--- src/rtl/wser_pkg.sv ---
package wser_pkg;

    // Frame content selected at each frame boundary
    typedef enum logic {
        MODE_DATA = 1'b0,
        MODE_SYNC = 1'b1
    } frame_mode_e;

endpackage

--- src/rtl/wser_edge.sv ---
// Word-clock edge detection and parallel word capture.
module wser_edge #(
    parameter int DATA_W = 10
) (
    input  logic              clk,
    input  logic              rst_n,
    input  logic              ref_clk,
    input  logic              edge_sel,
    input  logic              active,
    input  logic              clear,
    input  logic [DATA_W-1:0] din,
    output logic              rise,
    output logic              cap,
    output logic [DATA_W-1:0] hold
);

    typedef struct packed {
        logic              prev;
        logic [DATA_W-1:0] word;
    } edge_st_t;

    edge_st_t s_d, s_q;
    logic     fall;

    always_comb begin
        s_d  = s_q;
        rise = ref_clk & ~s_q.prev;
        fall = ~ref_clk & s_q.prev;
        cap  = active & (edge_sel ? rise : fall);
        s_d.prev = ref_clk;
        if (clear) begin
            s_d.word = '0;
        end else if (cap) begin
            s_d.word = din;
        end
    end

    always_ff @(posedge clk or negedge rst_n) begin
        if (!rst_n) begin
            s_q <= '0;
        end else begin
            s_q <= s_d;
        end
    end

    assign hold = s_q.word;

endmodule

--- src/rtl/wser_ctrl.sv ---
// Lock wait, alignment-request qualification, burst length and frame decision.
module wser_ctrl
    import wser_pkg::*;
#(
    parameter int LOCK_FRAMES = 2048,
    parameter int SYNC_QUAL   = 6,
    parameter int SYNC_MIN    = 1024
) (
    input  logic        clk,
    input  logic        rst_n,
    input  logic        pwrdn,
    input  logic        rise,
    input  logic        sync_req,
    output logic        locked,
    output logic        load,
    output frame_mode_e mode,
    output logic        burst_act
);

    localparam int LCW = $clog2(LOCK_FRAMES + 1);
    localparam int QW  = $clog2(SYNC_QUAL + 1);
    localparam int BW  = $clog2(SYNC_MIN + 1);

    localparam logic [LCW-1:0] LOCK_LAST = LCW'(LOCK_FRAMES - 1);
    localparam logic [QW-1:0]  QUAL_MAX  = QW'(SYNC_QUAL);
    localparam logic [BW-1:0]  BURST_RLD = BW'(SYNC_MIN - 1);

    typedef struct packed {
        logic [LCW-1:0] lock_cnt;
        logic           locked;
        logic [QW-1:0]  qual;
        logic [BW-1:0]  burst;
    } ctrl_st_t;

    ctrl_st_t       s_d, s_q;
    logic [QW-1:0]  qual_nx;

    always_comb begin
        s_d     = s_q;
        load    = 1'b0;
        mode    = MODE_DATA;
        qual_nx = '0;
        if (pwrdn) begin
            s_d = '0;
        end else if (!s_q.locked) begin
            if (rise) begin
                if (s_q.lock_cnt == LOCK_LAST) begin
                    s_d.locked   = 1'b1;
                    s_d.lock_cnt = '0;
                end else begin
                    s_d.lock_cnt = s_q.lock_cnt + 1'b1;
                end
            end
        end else if (rise) begin
            load = 1'b1;
            if (sync_req) begin
                qual_nx = (s_q.qual == QUAL_MAX) ? s_q.qual : s_q.qual + 1'b1;
            end
            s_d.qual = qual_nx;
            if (s_q.burst != '0) begin
                mode      = MODE_SYNC;
                s_d.burst = s_q.burst - 1'b1;
            end else if (qual_nx == QUAL_MAX) begin
                mode      = MODE_SYNC;
                s_d.burst = BURST_RLD;
            end
        end
    end

    always_ff @(posedge clk or negedge rst_n) begin
        if (!rst_n) begin
            s_q <= '0;
        end else begin
            s_q <= s_d;
        end
    end

    assign locked    = s_q.locked;
    assign burst_act = (s_q.burst != '0);

endmodule

--- src/rtl/wser_shift.sv ---
// Frame builder and shift register; serial output is the register LSB.
module wser_shift
    import wser_pkg::*;
#(
    parameter int DATA_W = 10
) (
    input  logic              clk,
    input  logic              rst_n,
    input  logic              pwrdn,
    input  logic              load,
    input  frame_mode_e       mode,
    input  logic [DATA_W-1:0] word,
    output logic              sout
);

    localparam int FRAME_W = DATA_W + 2;

    function automatic logic [FRAME_W-1:0] make_sync();
        logic [FRAME_W-1:0] r;
        for (int i = 0; i < FRAME_W; i++) begin
            r[i] = (i < FRAME_W / 2);
        end
        return r;
    endfunction

    localparam logic [FRAME_W-1:0] SYNC_PAT = make_sync();

    typedef struct packed {
        logic [FRAME_W-1:0] frame;
    } shift_st_t;

    shift_st_t          s_d, s_q;
    logic [FRAME_W-1:0] data_frame;

    // start marker at bit 0, data LSB first, stop marker last
    genvar g;
    generate
        for (g = 0; g < DATA_W; g++) begin : g_map
            assign data_frame[g+1] = word[g];
        end
    endgenerate
    assign data_frame[0]         = 1'b1;
    assign data_frame[FRAME_W-1] = 1'b0;

    always_comb begin
        s_d = s_q;
        if (pwrdn) begin
            s_d.frame = '0;
        end else if (load) begin
            s_d.frame = (mode == MODE_SYNC) ? SYNC_PAT : data_frame;
        end else begin
            s_d.frame = {1'b0, s_q.frame[FRAME_W-1:1]};
        end
    end

    always_ff @(posedge clk or negedge rst_n) begin
        if (!rst_n) begin
            s_q <= '0;
        end else begin
            s_q <= s_d;
        end
    end

    assign sout = s_q.frame[0];

endmodule

--- src/rtl/wser_top.sv ---
module wser_top
    import wser_pkg::*;
#(
    parameter int DATA_W      = 10,
    parameter int LOCK_FRAMES = 2048,
    parameter int SYNC_QUAL   = 6,
    parameter int SYNC_MIN    = 1024
) (
    input  logic              clk,
    input  logic              rst_n,
    input  logic              ref_clk,
    input  logic              edge_sel,
    input  logic [DATA_W-1:0] din,
    input  logic              sync_req,
    input  logic              en,
    input  logic              pwrdn,
    output logic              sout,
    output logic              sout_oe
);

    logic              frame_rise;
    logic              cap_strobe;
    logic [DATA_W-1:0] hold_word;
    logic              locked;
    logic              frame_load;
    frame_mode_e       frame_mode;
    logic              burst_act;
    logic              frame_is_sync;
    logic              run_ok;

    assign run_ok        = locked & ~pwrdn;
    assign frame_is_sync = (frame_mode == MODE_SYNC);

    wser_edge #(.DATA_W(DATA_W)) u_edge (
        .clk      (clk),
        .rst_n    (rst_n),
        .ref_clk  (ref_clk),
        .edge_sel (edge_sel),
        .active   (run_ok),
        .clear    (pwrdn),
        .din      (din),
        .rise     (frame_rise),
        .cap      (cap_strobe),
        .hold     (hold_word)
    );

    wser_ctrl #(
        .LOCK_FRAMES (LOCK_FRAMES),
        .SYNC_QUAL   (SYNC_QUAL),
        .SYNC_MIN    (SYNC_MIN)
    ) u_ctrl (
        .clk       (clk),
        .rst_n     (rst_n),
        .pwrdn     (pwrdn),
        .rise      (frame_rise),
        .sync_req  (sync_req),
        .locked    (locked),
        .load      (frame_load),
        .mode      (frame_mode),
        .burst_act (burst_act)
    );

    wser_shift #(.DATA_W(DATA_W)) u_shift (
        .clk   (clk),
        .rst_n (rst_n),
        .pwrdn (pwrdn),
        .load  (frame_load),
        .mode  (frame_mode),
        .word  (hold_word),
        .sout  (sout)
    );

    // driver enable is combinational in en and pwrdn
    assign sout_oe = en & run_ok;

endmodule

--- config.mk ---
export PLATFORM = sky130hd
export DESIGN_NAME = wser_top
export DESIGN_NICKNAME = d
export VERILOG_FILES = /design/src/rtl/wser_pkg.sv /design/src/rtl/wser_edge.sv /design/src/rtl/wser_ctrl.sv /design/src/rtl/wser_shift.sv /design/src/rtl/wser_top.sv
export SDC_FILE = /design/constraint.sdc
export NUM_CORES = 1
export LEC_CHECK = 0
export BUFFER_PORTS_ARGS = -buffer_cell sky130_fd_sc_hd__buf_2
export CORE_ASPECT_RATIO = 0.75
export CORE_MARGIN = 5
export CORE_UTILIZATION = 59
export DETAILED_ROUTE_END_ITERATION = 16
export PLACE_DENSITY_LB_ADDON = 0.08
export SLEW_MARGIN = 20
export SYNTH_ARGS = -nofsm -noshare
export SYNTH_HDL_FRONTEND = slang
export SYNTH_SLANG_ARGS = --single-unit
--- constraint.sdc ---
create_clock -name clk -period 2.5 [get_ports clk]
set_input_delay 0.375 -clock clk [delete_from_list [all_inputs] [get_ports clk]]
set_output_delay 0.375 -clock clk [all_outputs]
set_load 0.005 [all_outputs]
## Yosys cells after proc, flatten, opt, wreduce, memory -nomap -nowiden

Index checks and enable logic that the tools add are counted.

| cells by class | value |
|---|---|
| bitwise operators | 8 |
| equal/unequal tests | 4 |
| multiplexer cells | 28 |
| add/subtract/negate cells | 3 |
| reduce and logical (&&, ||, !) cells | 8 |

Operator list:

| kind | number |
|---|---|
| two-way mux 12 bit | 3 |
| two-way mux 11 bit | 3 |
| two-way mux 14 bit | 2 |
| two-way mux 27 bit | 1 |
| two-way mux 13 bit | 2 |
| two-way mux 10 bit | 2 |
| two-way mux 3 bit | 5 |
| adder 12 x 1 -> 12 bit (second input constant) | 1 |
| == test 12 x 11 -> 1 bit (second input constant) | 1 |
| nonzero test 11 bit | 1 |
| subtractor 11 x 1 -> 11 bit (second input constant) | 1 |
| two-way mux 1 bit | 10 |
| == test 3 bit (second input constant) | 2 |
| nonzero test 2 bit | 3 |
| bitwise AND 1 bit | 5 |
| AND reduction 2 bit | 2 |
| adder 3 x 1 -> 3 bit (second input constant) | 1 |
| NOT 1 bit | 3 |
| AND reduction 3 bit | 1 |
| nonzero test 3 bit | 1 |
| inequality test 2 bit (second input constant) | 1 |

| storage, ports and cells | value |
|---|---|
| bits of input ports | 17 |
| register bits after elaboration | 50 |

## Logic depth before layout (Yosys ltp)

Gate-level depths: netlist (run 1).

| logic depth | value |
|---|---|
| depth after elaboration | 15 |
| mapped depth | 7 |
| gate-level depth less buffers | 7 |

## Cells and area by module

A second synthesis (run 1) with hierarchy kept.

| unflattened totals | value |
|---|---|
| cells, all modules | 277 |
| area total of the unflattened synthesis | 2767.7 um2 |

Modules (own cells, without submodules):

| module | seq. area each (um2) | cells an instance | times used | area each (um2) |
|---|---|---|---|---|
| wser_ctrl | 675.6 | 179 | 1 | 1649.1 |
| wser_edge | 275.3 | 57 | 1 | 623.1 |
| wser_shift | 275.3 | 39 | 1 | 480.5 |
| wser_top | 0.0 | 2 | 1 | 15.0 |

## Worst setup path before layout (run 1)

Ideal clock, no wire load.

| timing path | value |
|---|---|
| kind | register to register |
| start | reg u_ctrl.s_q[11] (netlist bit) |
| end | reg u_ctrl.s_q[8] (netlist bit) |
| library setup time | 0.122 ns |
| stages on the path, launching flop included | 8 |
| arrival | 2.071 ns |
| period minus slack after synthesis | 2.193 ns |
| path slack | 0.307 ns |
| path through | dfrtp_1 > inv_1 > ha_1 > or3b_4 > a31oi_4 > a22oi_4 > or4_1 > a32o_1 |

| on the way | value |
|---|---|
| cells in the longest elaborated chain, start to end | 9 |
| elaborated cells on any way between the ends | 10 |
| classes of those cells | add/sub (1); eq/ne (2); mux (5); reduce/logical (2) |

Ends and longest elaborated chain:

| what | line | RTL |
|---|---|---|
| start: declaration | wser_ctrl.sv:35 | `ctrl_st_t s_d, s_q;` |
| start signal: assignment | wser_ctrl.sv:72 | `s_q <= '0;` |
| start signal: assignment | wser_ctrl.sv:74 | `s_q <= s_d;` |
| adder 3 x 1 -> 3 bit / == test 3 bit (equally long branches) | wser_ctrl.sv:57 | `qual_nx = (s_q.qual == QUAL_MAX) ? s_q.qual : s_q.qual + 1'b1;` |
| two-way mux 3 bit (*) | wser_ctrl.sv:57 |  |
| two-way mux 3 bit (*) | wser_ctrl.sv:56 | `if (sync_req) begin` |
| two-way mux 3 bit (*) | wser_ctrl.sv:54 | `end else if (rise) begin` |
| two-way mux 3 bit (*) | wser_ctrl.sv:45 | `end else if (!s_q.locked) begin` |
| two-way mux 3 bit (*) | wser_ctrl.sv:43 | `if (pwrdn) begin` |
| == test 3 bit (*) | wser_ctrl.sv:63 | `end else if (qual_nx == QUAL_MAX) begin` |
| nonzero test 3 bit (no source line) (*) | - |  |
| AND reduction 3 bit (no source line) (*) | - |  |

Mark *: on every way between the ends. The rest lies on a longest branch, timed or not. The select of a mux whose other input is x is not followed.
A chain may end at the register's enable or synchronous reset.

## Worst setup path after layout (run 1)

Same ends and word-level chain as after synthesis.

==> out/summary.txt, run 1 <==
Synth Area in XOR/XNOR -> 0.0179
ant diodes -> 0
clock buffer depth -> 2
Synth Net Count -> 268
Setup TNS -> 0 ps
layout cells sized above 1 -> 0.179
Netlist Area Pre-Place -> 2450 um2
DRT Pass-1 Iters -> 4
Clk Tree Root Cell -> clkbuf_8
ANT nets after route -> 0
final instance area -> 2740 um2
register area share after synthesis -> 0.500
CTS tree -> yes
post-CTS setup repair buffer count -> 0
CP peak stage delay -> 450 ps
mux share of post-synthesis cell area -> 0.00868
largest net degree at the start of global routing -> 50
die span in x -> 84.4 um
Area after DPL -> 2640 um2
total CTS buffers -> 5
status -> finished, final reports clean
endpoint kind of the worst setup timing path -> register
crit-path max FO -> 9
total chip power -> 1360 uW
Tightest Hold Check Type -> primary input to async pin
area grow syn2layout -> 11.6%
Layout Cells excl Fill -> 328
RSZ-0062 raised after global routing -> no
core area -> 4030 um2
DP Wirelength -> 3690 um
# Max-Cap Violations -> 0
critical path required time -> 2710 ps
register bit count reported by yosys -> 49
crit path DAT -> 2550 ps
worst slew pin tran -> 820 ps
ys flop type -> dfrtp_1
Routed WL -> 5290 um
GR Util All Layers -> 0.208
I/O Buffers -> 18
DR vias -> 1960
clock sinks -> 49
Residual DRC -> 0
GPL Wtd Cong -> 0.869
PD cells -> 499 nW/um2
DR iter-0 viols -> 143
Leakage Power -> 0.00131 uW
CP max stage cell -> dfrtp_1
worst hold slack -> 26.9 ps
first-pass GRT wire length -> 9140 um
IR drop worst, VDD -> 384 uV
Setup crit start kind -> register
H-tree depth -> 2
Die Y -> 65.8 um
Synth cell types -> 54
Synthesis Warnings -> 0
Clock Latency Late Sink -> 310 ps
cell taking the most area after synthesis -> dfrtp_1
Fin. Hold Viols -> 0
Tcrit/Tclk final -> 0.937
row count -> 20
largest family of logic cells by synthesized area -> compound AO/OA/AOI/OAI gates
Synth Area in Compound Gates -> 0.205
Synth Area in Adders -> 0.0255
cell count after synthesis -> 246
Final nets -> 294
Wirelength per Cell -> 16.1 um
die area -> 5560 um2
Max Transition Viols Final -> 0
Vias per Instance -> 5.98
synth cell count leaders -> dfrtp_1 (49), nor2_1 (27), o21ai_0 (24)
Slew HR -> 0.447
placed cells -> 320
number of global-route vias before repair -> 1858
Initial Util -> 0.608
I/O Pins -> 19
Post-CTS Resized -> 0
initial antenna violation count -> 0
cell with the most instances after synthesis -> dfrtp_1
Post-CTS Hold Fix Bufs -> 0
# setup viols final -> 0
Final min period -> 2340 ps
CP Cell Sequence -> inv_1 > ha_1 > or3b_4 > a31oi_4 > a22oi_4 > or4_1 > a32o_1
leading post-synthesis cells by cell area -> dfrtp_1 (50%), o21ai_0 (4.9%), nor2_1 (4.1%), nand2_1 (2.6%), ha_1 (2.6%)
asr flop ratio synth -> 1.00
simple-gate share of the synthesized area -> 0.204
share of the synthesized area in the top cell type -> 0.500
Clock Skew -> 12.8 ps
FMAX -> 0.427 GHz
Crit Path Class -> register to register
clk slew on worst S/H paths -> 100 ps
Post-Syn Area per Cell -> 9.96 um2
gr ovfl total -> 0
Post-synth EDFFs -> 0
cell usage in the layout, fill, tap and decap left out, drive strengths merged, types with 3 or more instances in the layout:
cell type	netlist	routed
dfrtp	49	49
nor2	27	27
buf	2	25
o21ai	24	24
inv	16	18
nand2	17	17
nand3	12	12
a21oi	8	8
nor4	5	5
o221a	5	5
nand4	5	5
a22o	5	5
ha	5	5
clkbuf	4	5
a22oi	5	5
and3	5	5
nor2b	4	4
a31oi	4	4
xor2	3	3
nor3	3	3
a32o	3	3
and2	3	3
logic make-up after synthesis:
| group | count (synthesis) |
|---|---|
| AO/OA/AOI/OAI | 68 |
| XOR/XNOR | 5 |
| adder cells (fa/ha/maj) | 5 |
| buffers and inverters | 22 |
| flip-flops | 49 |
| multiplexers | 2 |
| AND/OR/NAND/NOR | 95 |
sequential cells by signal, summed over array words and instances (netlist names):
| name | flops |
|---|---|
| u_edge.s_q | 1 |
| u_ctrl.s_q | 26 |
| u_edge.hold | 10 |
| u_ctrl.locked | 1 |
| u_shift.s_q | 11 |
cell type report:
type,instances,area (um2)
Fill cell,336,1290
Clock buffer,5,68.8
Tap cell,55,68.8
Inverter,16,60.1
Timing Repair Buffer,25,155
Clock inverter,3,25.0
Multi-Input combinational cell,175,1130
Sequential cell,49,1230
metrics by stage:
stage | utilization | setup WS [ps]
finish | 0.679 | 157
global route | 0.679 | 37.0
CTS | 0.679 | 152
detailed placement | 0.656 | 178
global placement | 0.656 | 236
floorplan | - | 307
routing by layer:
layer,routed length (um),share of wire,track usage,up-vias
li1,-,-,-,955
met1,2740,0.52,0.329,947
met2,2210,0.42,0.291,51
met3,286,0.054,0.0386,7
met4,57,0.011,0.0573,0
met5,0,0,0,-
final timing paths:
check | from | to | slack [ps] | depth (start not counted)
max | u_ctrl.s_q[11] | u_ctrl.s_q[8] | 160 | 7
min | rst_n | u_ctrl.s_q[17] | 30 | 2
max reg2reg | u_ctrl.s_q[11] | u_ctrl.s_q[8] | 160 | 7
min reg2reg | u_shift.s_q[1] | u_shift.s_q[0] | 500 | 2
max in group asynchronous | rst_n | u_ctrl.s_q[25] | 2240 | 2
min in group clk | ref_clk | u_edge.s_q[10] | 240 | 1
critical path, delay by kind of cell (launching register included):
family	cells	cell delay, ps
simple gates	2	840
compound gates	3	620
fa+ha+maj	1	260
buf+inv	1	80
flops	1	450
power by group:
group / internal (uW) / switching, uW
registers: 794 / 3.20
logic: 24.2 / 44.0
clock network: 204 / 294
No activity file was read; power rests on OpenSTA's default activity.
==> run 2, diff against run 1 <==
CORE_UTILIZATION = 60   (was 59)
HOLD_SLACK_MARGIN = 0.15   (was not set)
SYNTH_HIERARCHICAL = 1   (was not set)
==> out/summary.txt, run 2 <==
status -> finished, final reports clean
Clock Power Share -> 0.399
critical path required time -> 2680 ps
DP Wirelength -> 3860 um
Flop pwr share -> 0.549
CP Cell Sequence -> inv_1 > ha_1 > or3b_2 > nor3_4 > inv_2 > o21a_1 > nor2_1 > a211oi_2
row count -> 21
CTS tree -> yes
number of global-route vias before repair -> 2052
leading cell type in the layout, fill and taps excluded -> dfrtp_1
Net Switching -> 306 uW
I/O Pins -> 19
mux share of post-synthesis cell area -> 0.0524
FILL cells -> 384
die span in x -> 88.4 um
Synth Net Count -> 299
DR vias -> 2056
Synth cell types -> 59
ys flop type -> dfrtp_1
GPL Wtd Cong -> 0.801
area grow syn2layout -> 7.05%
Initial Util -> 0.620
most frequent cells in the layout -> dfrtp_1 (49), nor2_1 (24), nand2b_1 (22), buf_2 (18), o21ai_0 (15)
Switching Fraction -> 0.211
Post-CTS Resized -> 0
post-CTS setup repair buffer count -> 0
first-pass GRT wire length -> 9430 um
total CTS buffers -> 5
Slew HR -> 0.523
endpoint kind of the worst setup timing path -> register
CP Buf/Inv Count -> 2
Clock Skew -> 12.7 ps
Setup crit start kind -> register
Final min period -> 2380 ps
final instance area -> 2960 um2
GR Util All Layers -> 0.203
initial antenna violation count -> 0
final core utilization -> 0.663
IR drop worst, VDD -> 382 uV
DR iter-0 viols -> 143
cell count after synthesis -> 277
cell with the most instances after synthesis -> dfrtp_1
Vias per Instance -> 5.93
layout cells sized above 1 -> 0.176
Post-synth EDFFs -> 0
Power Internal -> 1150 uW
ant diodes -> 0
register area share after synthesis -> 0.443
leading post-synthesis cells by cell area -> dfrtp_1 (44%), nand2b_1 (5.0%), mux2i_1 (4.7%), nor2_1 (3.3%), buf_4 (3.0%)
share of the synthesized area in the top cell type -> 0.443
die area -> 6090 um2
Clock Latency Late Sink -> 310 ps
core area -> 4470 um2
Leakage Power -> 0.00125 uW
Setup TNS -> 0 ps
Synth Area in Compound Gates -> 0.166
Residual DRC -> 0
# Max-Cap Violations -> 0
clk slew on worst S/H paths -> 90 ps
Tcrit/Tclk final -> 0.953
worst slack at placement -> 56.5 ps
Netlist Area Pre-Place -> 2770 um2
worst slew pin tran -> 707 ps
asr flop ratio synth -> 1.00
Clk Tree Root Cell -> clkbuf_8
# setup viols final -> 0
Top reg by flops -> u_ctrl/s_q
Routed WL -> 5690 um
H-tree depth -> 2
CP peak stage delay -> 530 ps
gr ovfl total -> 0
combinational cell fraction of total power -> 0.052
worst setup margin -> 116 ps
PD cells -> 490 nW/um2
crit path DAT -> 2560 ps
clock sinks -> 49
family with the most delay on the worst path -> simple AND/OR/NAND/NOR gates
synth cell count leaders -> dfrtp_1 (49), nor2_1 (24), nand2b_1 (22)
Synth Area in Adders -> 0.0226
register bit count reported by yosys -> 49
ANT nets after route -> 0
Post-CTS Hold Fix Bufs -> 0
Wirelength per Cell -> 16.4 um
clock buffer depth -> 2
FMAX -> 0.420 GHz
Area after DPL -> 2820 um2
Tightest Hold Check Type -> primary input to async pin
cell taking the most area after synthesis -> dfrtp_1
RSZ-0062 raised after global routing -> no
crit-path max FO -> 6
largest family of logic cells by synthesized area -> simple AND/OR/NAND/NOR gates
largest net degree at the start of global routing -> 50
CP max stage cell -> or3b_2
Die Y -> 68.8 um
Final nets -> 311
simple-gate share of the synthesized area -> 0.231
Max Transition Viols Final -> 0
Post-Syn Area per Cell -> 9.99 um2
Synth Area in XOR/XNOR -> 0.0158
Crit Path Class -> register to register
I/O Buffers -> 18
max reg flops -> 26
Fin. Hold Viols -> 0
DRT Pass-1 Iters -> 4
Synthesis Warnings -> 6
## run 2: cell types whose count changed after synthesis, moves of 5 or more
cell / previous run / this run
nand2b_1: 1 / 22
buf_4: 0 / 11
o221a_2: 5 / 0
mux2i_1: 1 / 13
nand3_1: 11 / 5
nand2_1: 17 / 12
o21ai_0: 24 / 15
## run 2: routing by layer
layer,GRT usage,share of wire
met1,0.264,0.46
met2,0.334,0.49
met3,0.0546,0.034
met4,0.0623,0.013
met5,0,0
## run 2: final cells by class
class / count / area [um2] / share of cell area
multi-input cells: 194 / 1360 / 0.458
flip-flops and latches: 49 / 1230 / 0.414
repair buffers: 24 / 135 / 0.0456
clock buffers: 7 / 86.3 / 0.0291
well taps: 57 / 71.3 / 0.0241
inverters: 15 / 56.3 / 0.0190
clock inverters: 1 / 30.0 / 0.0101
## run 2: cell families after synthesis
kind of cell,Yosys count
buffers and inverters,34
XOR/XNOR,5
AO/OA/AOI/OAI,60
flip-flops,49
AND/OR/NAND/NOR,110
multiplexers,14
adder cells (fa/ha/maj),5
## run 2: path summary, 6_finish.rpt
| kind | cells past startpoint | from | endpoint | slack (ps) |
|---|---|---|---|---|
| max in group asynchronous | 2 | rst_n | u_ctrl/s_q[21] | 1930 |
| hold reg to reg | 2 | u_shift/s_q[1] | u_shift/s_q[0] | 470 |
| setup reg to reg | 8 | u_ctrl/s_q[0] | u_shift/s_q[4] | 120 |
| min in group clk | 1 | ref_clk | u_edge/s_q[10] | 220 |
| setup / recovery | 8 | u_ctrl/s_q[0] | u_shift/s_q[4] | 120 |
| hold / removal | 2 | rst_n | u_ctrl/s_q[18] | 150 |
## run 2: stage by stage
stage,power [uW],instances,hold slack [ps]
4_1_cts,1470,345,169
2_1_floorplan,849,277,79.4
3_5_place_dp,889,337,449
6_report,1450,347,150
3_3_place_gp,887,337,445
5_1_grt,1510,347,207
## run 2: power groups by stage
stage          Clock [uW]  Combinational (uW)  Sequential (uW)
2_1_floorplan           0                36.3              812
3_3_place_gp            0                74.8              812
3_5_place_dp            0                76.5              813
4_1_cts               599                76.9              797
5_1_grt               630                86.3              798
6_report              580                75.6              797
